## config.mk

```make
export PLATFORM = sky130hd
export DESIGN_NAME = nand_emu_chain
export DESIGN_NICKNAME = d
export VERILOG_FILES = /design/src/rtl/nand_emu_pkg.sv /design/src/rtl/nand_emu_cell.sv /design/src/rtl/nand_emu_net.sv /design/src/rtl/nand_emu_chain.sv
export SDC_FILE = /design/constraint.sdc
export NUM_CORES = 1
export LEC_CHECK = 0
export ABC_CLOCK_PERIOD_IN_PS = 2400
export BUFFER_PORTS_ARGS = -buffer_cell sky130_fd_sc_hd__buf_4
export CAP_MARGIN = 0
export CORE_MARGIN = 8
export CORE_UTILIZATION = 39
export DETAILED_ROUTE_END_ITERATION = 10
export GPL_TIMING_DRIVEN = 1
export PLACE_DENSITY = 0.75
export SLEW_MARGIN = 25
export SYNTH_ARGS = -nofsm -noshare
export SYNTH_HDL_FRONTEND = slang
export SYNTH_SLANG_ARGS = --single-unit
```

## constraint.sdc

```tcl
create_clock -name clk_i -period 2.4 [get_ports clk_i]
set_input_delay 0.36 -clock clk_i [delete_from_list [all_inputs] [get_ports clk_i]]
set_output_delay 0.36 -clock clk_i [all_outputs]
set_load 0.05 [all_outputs]
```

## src/rtl/nand_emu_pkg.sv

```systemverilog
package nand_emu_pkg;

  typedef enum logic {
    MODE_FWD = 1'b0,
    MODE_BWD = 1'b1
  } emu_mode_e;

  // Backward request one cell makes on one of its input nets
  typedef struct packed {
    logic det;
    logic val;
  } fb_t;

  // Input is determined unless output is 1 and the other input is 0
  function automatic fb_t justify(logic y, logic other);
    fb_t r;
    r.det = ~y | other;
    r.val = ~y;
    return r;
  endfunction

endpackage

```

## src/rtl/nand_emu_cell.sv

```systemverilog
module nand_emu_cell
  import nand_emu_pkg::*;
(
  input  logic      clk_i,
  input  logic      rst_ni,
  input  emu_mode_e mode_i,
  input  logic      a_i,
  input  logic      b_i,
  input  logic      force_en_i,
  input  logic      force_val_i,
  input  logic      sa0_i,
  input  logic      sa1_i,
  input  logic      preset_i,
  input  logic      clear_i,
  output logic      y_o,
  output logic      stable_o,
  output fb_t       a_fb_o,
  output fb_t       b_fb_o
);

  logic y_q, y_d;

  // Override ladder: faults, then preset/clear, then force, then mode
  always_comb begin
    if (sa0_i)                 y_d = 1'b0;
    else if (sa1_i)            y_d = 1'b1;
    else if (preset_i)         y_d = 1'b1;
    else if (clear_i)          y_d = 1'b0;
    else if (force_en_i)       y_d = force_val_i;
    else if (mode_i == MODE_FWD) y_d = ~(a_i & b_i);
    else                       y_d = y_q;
  end

  always_ff @(posedge clk_i or negedge rst_ni) begin
    if (!rst_ni) y_q <= 1'b0;
    else         y_q <= y_d;
  end

  assign y_o      = y_q;
  assign stable_o = (y_d == y_q);
  assign a_fb_o   = justify(y_q, b_i);
  assign b_fb_o   = justify(y_q, a_i);

  p_sa0_r6: assert property (@(posedge clk_i) disable iff (!rst_ni)
    sa0_i |=> !y_o);

  p_sa1_r7: assert property (@(posedge clk_i) disable iff (!rst_ni)
    (!sa0_i && sa1_i) |=> y_o);

  p_preset_r8: assert property (@(posedge clk_i) disable iff (!rst_ni)
    (!sa0_i && !sa1_i && preset_i) |=> y_o);

  p_fwd_nand_r2: assert property (@(posedge clk_i) disable iff (!rst_ni)
    (!sa0_i && !sa1_i && !preset_i && !clear_i && !force_en_i && mode_i == MODE_FWD)
      |=> (y_o == ~($past(a_i) & $past(b_i))));

  p_bwd_hold_r3: assert property (@(posedge clk_i) disable iff (!rst_ni)
    (!sa0_i && !sa1_i && !preset_i && !clear_i && !force_en_i && mode_i == MODE_BWD)
      |=> $stable(y_o));

  p_stable_r10: assert property (@(posedge clk_i) disable iff (!rst_ni)
    stable_o |=> $stable(y_o));

endmodule

```

## src/rtl/nand_emu_net.sv

```systemverilog
module nand_emu_net
  import nand_emu_pkg::*;
(
  input  logic      clk_i,
  input  logic      rst_ni,
  input  emu_mode_e mode_i,
  input  logic      force_en_i,
  input  logic      force_val_i,
  input  fb_t       lo_fb_i,
  input  fb_t       hi_fb_i,
  output logic      q_o
);

  logic q_q, q_d;

  // Shared-net mux: lower cell wins when it determines the value
  always_comb begin
    if (force_en_i)                             q_d = force_val_i;
    else if (mode_i == MODE_BWD && lo_fb_i.det) q_d = lo_fb_i.val;
    else if (mode_i == MODE_BWD && hi_fb_i.det) q_d = hi_fb_i.val;
    else                                        q_d = q_q;
  end

  always_ff @(posedge clk_i or negedge rst_ni) begin
    if (!rst_ni) q_q <= 1'b0;
    else         q_q <= q_d;
  end

  assign q_o = q_q;

  p_force_r9: assert property (@(posedge clk_i) disable iff (!rst_ni)
    force_en_i |=> (q_o == $past(force_val_i)));

  p_fwd_hold_r2: assert property (@(posedge clk_i) disable iff (!rst_ni)
    (!force_en_i && mode_i == MODE_FWD) |=> $stable(q_o));

  p_lo_wins_r5: assert property (@(posedge clk_i) disable iff (!rst_ni)
    (!force_en_i && mode_i == MODE_BWD && lo_fb_i.det) |=> (q_o == $past(lo_fb_i.val)));

  p_undet_hold_r4: assert property (@(posedge clk_i) disable iff (!rst_ni)
    (!force_en_i && !lo_fb_i.det && !hi_fb_i.det) |=> $stable(q_o));

endmodule

```

## src/rtl/nand_emu_chain.sv

```systemverilog
module nand_emu_chain
  import nand_emu_pkg::*;
#(
  parameter int unsigned N_CELLS = 4,
  localparam int unsigned N_NETS = N_CELLS + 1
) (
  input  logic               clk_i,
  input  logic               rst_ni,
  input  logic               mode_i,
  input  logic [N_NETS-1:0]  in_force_en_i,
  input  logic [N_NETS-1:0]  in_force_val_i,
  input  logic [N_CELLS-1:0] out_force_en_i,
  input  logic [N_CELLS-1:0] out_force_val_i,
  input  logic [N_CELLS-1:0] sa0_i,
  input  logic [N_CELLS-1:0] sa1_i,
  input  logic [N_CELLS-1:0] preset_i,
  input  logic [N_CELLS-1:0] clear_i,
  output logic [N_NETS-1:0]  net_o,
  output logic [N_CELLS-1:0] out_o,
  output logic [N_CELLS-1:0] stable_o
);

  emu_mode_e mode;
  assign mode = emu_mode_e'(mode_i);

  logic [N_NETS-1:0] net_q;
  fb_t a_fb [N_CELLS];
  fb_t b_fb [N_CELLS];
  fb_t lo_fb [N_NETS];
  fb_t hi_fb [N_NETS];

  for (genvar k = 0; k < N_CELLS; k++) begin : g_cell
    nand_emu_cell u_cell (
      .clk_i       (clk_i),
      .rst_ni      (rst_ni),
      .mode_i      (mode),
      .a_i         (net_q[k]),
      .b_i         (net_q[k+1]),
      .force_en_i  (out_force_en_i[k]),
      .force_val_i (out_force_val_i[k]),
      .sa0_i       (sa0_i[k]),
      .sa1_i       (sa1_i[k]),
      .preset_i    (preset_i[k]),
      .clear_i     (clear_i[k]),
      .y_o         (out_o[k]),
      .stable_o    (stable_o[k]),
      .a_fb_o      (a_fb[k]),
      .b_fb_o      (b_fb[k])
    );
  end

  for (genvar j = 0; j < N_NETS; j++) begin : g_net
    // lo side: net j is the second input of cell j-1
    if (j > 0) begin : g_lo
      assign lo_fb[j] = b_fb[j-1];
    end else begin : g_lo_tie
      assign lo_fb[j] = '0;
    end
    // hi side: net j is the first input of cell j
    if (j < N_CELLS) begin : g_hi
      assign hi_fb[j] = a_fb[j];
    end else begin : g_hi_tie
      assign hi_fb[j] = '0;
    end

    nand_emu_net u_net (
      .clk_i       (clk_i),
      .rst_ni      (rst_ni),
      .mode_i      (mode),
      .force_en_i  (in_force_en_i[j]),
      .force_val_i (in_force_val_i[j]),
      .lo_fb_i     (lo_fb[j]),
      .hi_fb_i     (hi_fb[j]),
      .q_o         (net_q[j])
    );
  end

  assign net_o = net_q;

endmodule

```

==> out/qor.csv <==
stage,metric,value,unit
run_status,status,"complete, no violations",
drt,initial DRC count,2,
clocking,CTS Hold Bufs,1,
timing,Slew Limit Headroom,75.38,%
final_layout,Area Growth Syn to Fin,46.97,%
synth,Seq cells post-synth,9,
timing,RSZ-0062 raised after global routing,no,
floorplanning,Core Region,1689,um^2
pwr,maximum vdd drop,0.3642,mV
drt,vias,683,
critical_path,slowest CP cell,or4_1,
timing,fin crit period,2280,ps
timing,slew of the pin with the lowest slew margin,360.0,ps
run,MaxCap Viol Count,0,
timing,"Setup violations, final",0,
pwr,sw power,211.1,uW
drt,drt via density,5.135,
clocking,Post-CTS Setup Inserts,0,
timing,Max Transition Viols Final,0,
floorplanning,Die Height,57.82,um
critical_path,critical path arrival,1920,ps
grt,largest net degree at the start of global routing,16,
placement,RD Place Congestion,0.7647,
synth,sequential share of the synthesized area,33.03,%
timing,final hold violation count,0,
grt,vias in the first global route,734,
drt,Post-Route WL,1982,um
critical_path,crit path buf inv count,1,
final_layout,antenna cells,0,
synth,Yosys cell types,22,
critical_path,crit-path max FO,7,
pwr,Int Power,329.8,uW
final_layout,Final nets,154,
clocking,H-tree level count,1,
placement,post-DP HPWL,1663,um
clocking,Clock Sinks,9,
floorplanning,Starting Density,40.37,%
pwr,Gate power share,42.8,%
critical_path,WP data required,2040,ps
clocking,root buffer selected by CTS,clkbuf_4,
drt,DRC Markers,0,
critical_path,slowest cell delay on critical path,520,ps
clocking,clock tree buffer depth,2,
critical_path,crit path kind,flop to output pin,
synth,top_reg_cell synth,dfrtp_1,
floorplanning,# rows,15,
critical_path,CP Capture Type,output pin,
critical_path,CP Cell Sequence,"nor4bb_1, or4_1, a21oi_2, xnor2_1, buf_4",
grt,GRT Resource Usage Total,12.14,%
placement,placed insts,128,
synth,number of synthesized flops with an enable pin,0,
floorplanning,Die W,57.82,um
clocking,Num CTS Buffers,3,
critical_path,register-to-register setup slack,1020,ps
pwr,Final Total Pwr,540.8,uW
synth,Ys Warns,0,
pwr,clock network power share,23.1,%
synth,Synth async-reset ratio,100.0,%
final_layout,filler cell count,175,
floorplanning,Ports,50,
timing,Max Fclk,438.6,MHz
synth,post-synthesis cell area,681.9,um^2
floorplanning,die area,3343,um^2
pwr,Sequential Power Share,34.1,%
critical_path,CP Launch Type,flop,
final_layout,final core utilization,59.33,%
drt,drt pass-1 iters,2,
grt,grt ovf,0,
grt,initial antenna violation count,0,
timing,Worst Skew,4.204,ps
clocking,CTS tree,done,
synth,"Net Count, Synth",113,
placement,Port Buf Inserts,49,
drt,Routed Antenna Nets,0,
synth,Synth Instances,76,
pwr,Sw Ratio,39.03,%
clocking,CTS clock-pin slew for the worst setup and hold paths,70,ps
timing,Total Negative Setup Slacks,0,ps
pwr,leakage,0.4956,nW
final_layout,Post-Layout Cell Count,133,
critical_path,crit-path leading delay family,simple AND/OR/NAND/NOR gates,
pwr,P per Cell Area,539.6,nW/um^2
final_layout,layout cells sized above 1,49.14,%
grt,first-pass GRT wire length,3194,um
clocking,clk_lat worst skew,270,ps
synth,Avg Inst Size Synth,8.972,um^2
timing,crit share post-route,94.99,%
clocking,CTS resizes,0,
hold_path,worst hold path class,input port to flop,
drt,wire per inst,14.90,um
[per-layer routing]
layer / wire, um / vias to the layer above / GRT usage [%]
met5: 0 / - / 0
met4: 22 / 0 / 4.196
met1: 782 / 309 / 11.99
met2: 950 / 33 / 20.54
li1: - / 336 / -
met3: 226 / 5 / 7.285
[Yosys cell counts (all sizes together), types with 2 or more instances]
cell / number / share of area (%)
nand2: 5 / 2.8
buf: 14 / 15
o21ai: 6 / 4.4
a2111oi: 2 / 3.5
nor2: 2 / 1.1
xnor2: 4 / 5.1
nor4bb: 4 / 5.9
or4: 2 / 2.2
nor2b: 3 / 2.8
nor3b: 3 / 3.3
o31a: 2 / 2.8
inv: 8 / 4.4
a21oi: 6 / 5.5
dfrtp: 9 / 33
a221oi: 2 / 2.6
[worst paths after layout]
kind                                   endpoint  depth (start not counted)               start
max in group asynchronous    g_net[4].u_net.q_o                          2              rst_ni
min in group asynchronous  g_cell[1].u_cell.y_o                          2              rst_ni
min reg2reg                  g_net[4].u_net.q_o                          2  g_net[4].u_net.q_o
min                        g_cell[0].u_cell.y_o                          2            sa0_i[0]
max reg2reg                g_cell[2].u_cell.y_o                          3  g_net[3].u_net.q_o
max                                 stable_o[2]                          5  g_net[3].u_net.q_o
[power groups by stage]
| stage | combinational, mW | sequential (mW) | clock (mW) |
|---|---|---|---|
| after floorplan | 0.172 | 0.182 | 0 |
| after global placement | 0.229 | 0.187 | 0 |
| after detailed placement | 0.233 | 0.188 | 0 |
| after CTS | 0.234 | 0.185 | 0.130 |
| after global routing | 0.247 | 0.188 | 0.139 |
| final | 0.232 | 0.184 | 0.125 |
[state kept, by name (all words and copies together) (netlist names)]
name	flops
g_cell.u_cell.y_o	4
g_net.u_net.q_o	5
[area by class of cell]
cell class / count / area [um^2] / share of cell area (%)
Timing Repair Buffer: 50 / 377.9 / 37.70
Inverter: 8 / 30.03 / 2.996
Sequential cell: 9 / 225.2 / 22.47
Clock buffer: 4 / 26.28 / 2.622
Tap cell: 17 / 21.27 / 2.122
Multi-Input combinational cell: 45 / 321.6 / 32.08
[cells in the final DEF, fill, tap and decap left out]
cell type and instances:
nor3b_1 3, clkbuf_1 1, and2b_1 1, nor2b_1 3, inv_1 8, nor4bb_1 4
dlygate4sd3_1 1, a2111oi_0 1, nor2_1 2, nand2_1 5, o221ai_1 1, o31a_2 1
o31a_1 1, xnor2_1 4, dfrtp_1 9, a21oi_2 2, o21ai_0 6, a2bb2oi_1 1
a2111oi_2 1, clkbuf_4 3, a221oi_1 2, buf_4 49, or4_1 2, mux2_2 1
a21oi_1 4
[logic make-up after synthesis]
logic type                count (synthesis)  share of synthesized area (%)
AOI/OAI and AO/OA                        20                          21.29
muxes                                     1                          1.651
and+or+nand+nor                          20                          19.08
DFF                                       9                          33.03
xor gates and xnor gates                  4                          5.137
buffers and inverters                    22                          19.82
[per-stage QoR]
step	setup slack [ps]	cell area, um^2	hold WS (ps)
after floorplan	481.5	681.9	64.41
after global placement	344.2	965.9	192.9
after detailed placement	315.9	965.9	193.9
after CTS	104.3	1002	230.5
after global routing	23.89	1002	226.7
final	120.2	1002	236.9
Power figures use the tool's default switching activity.
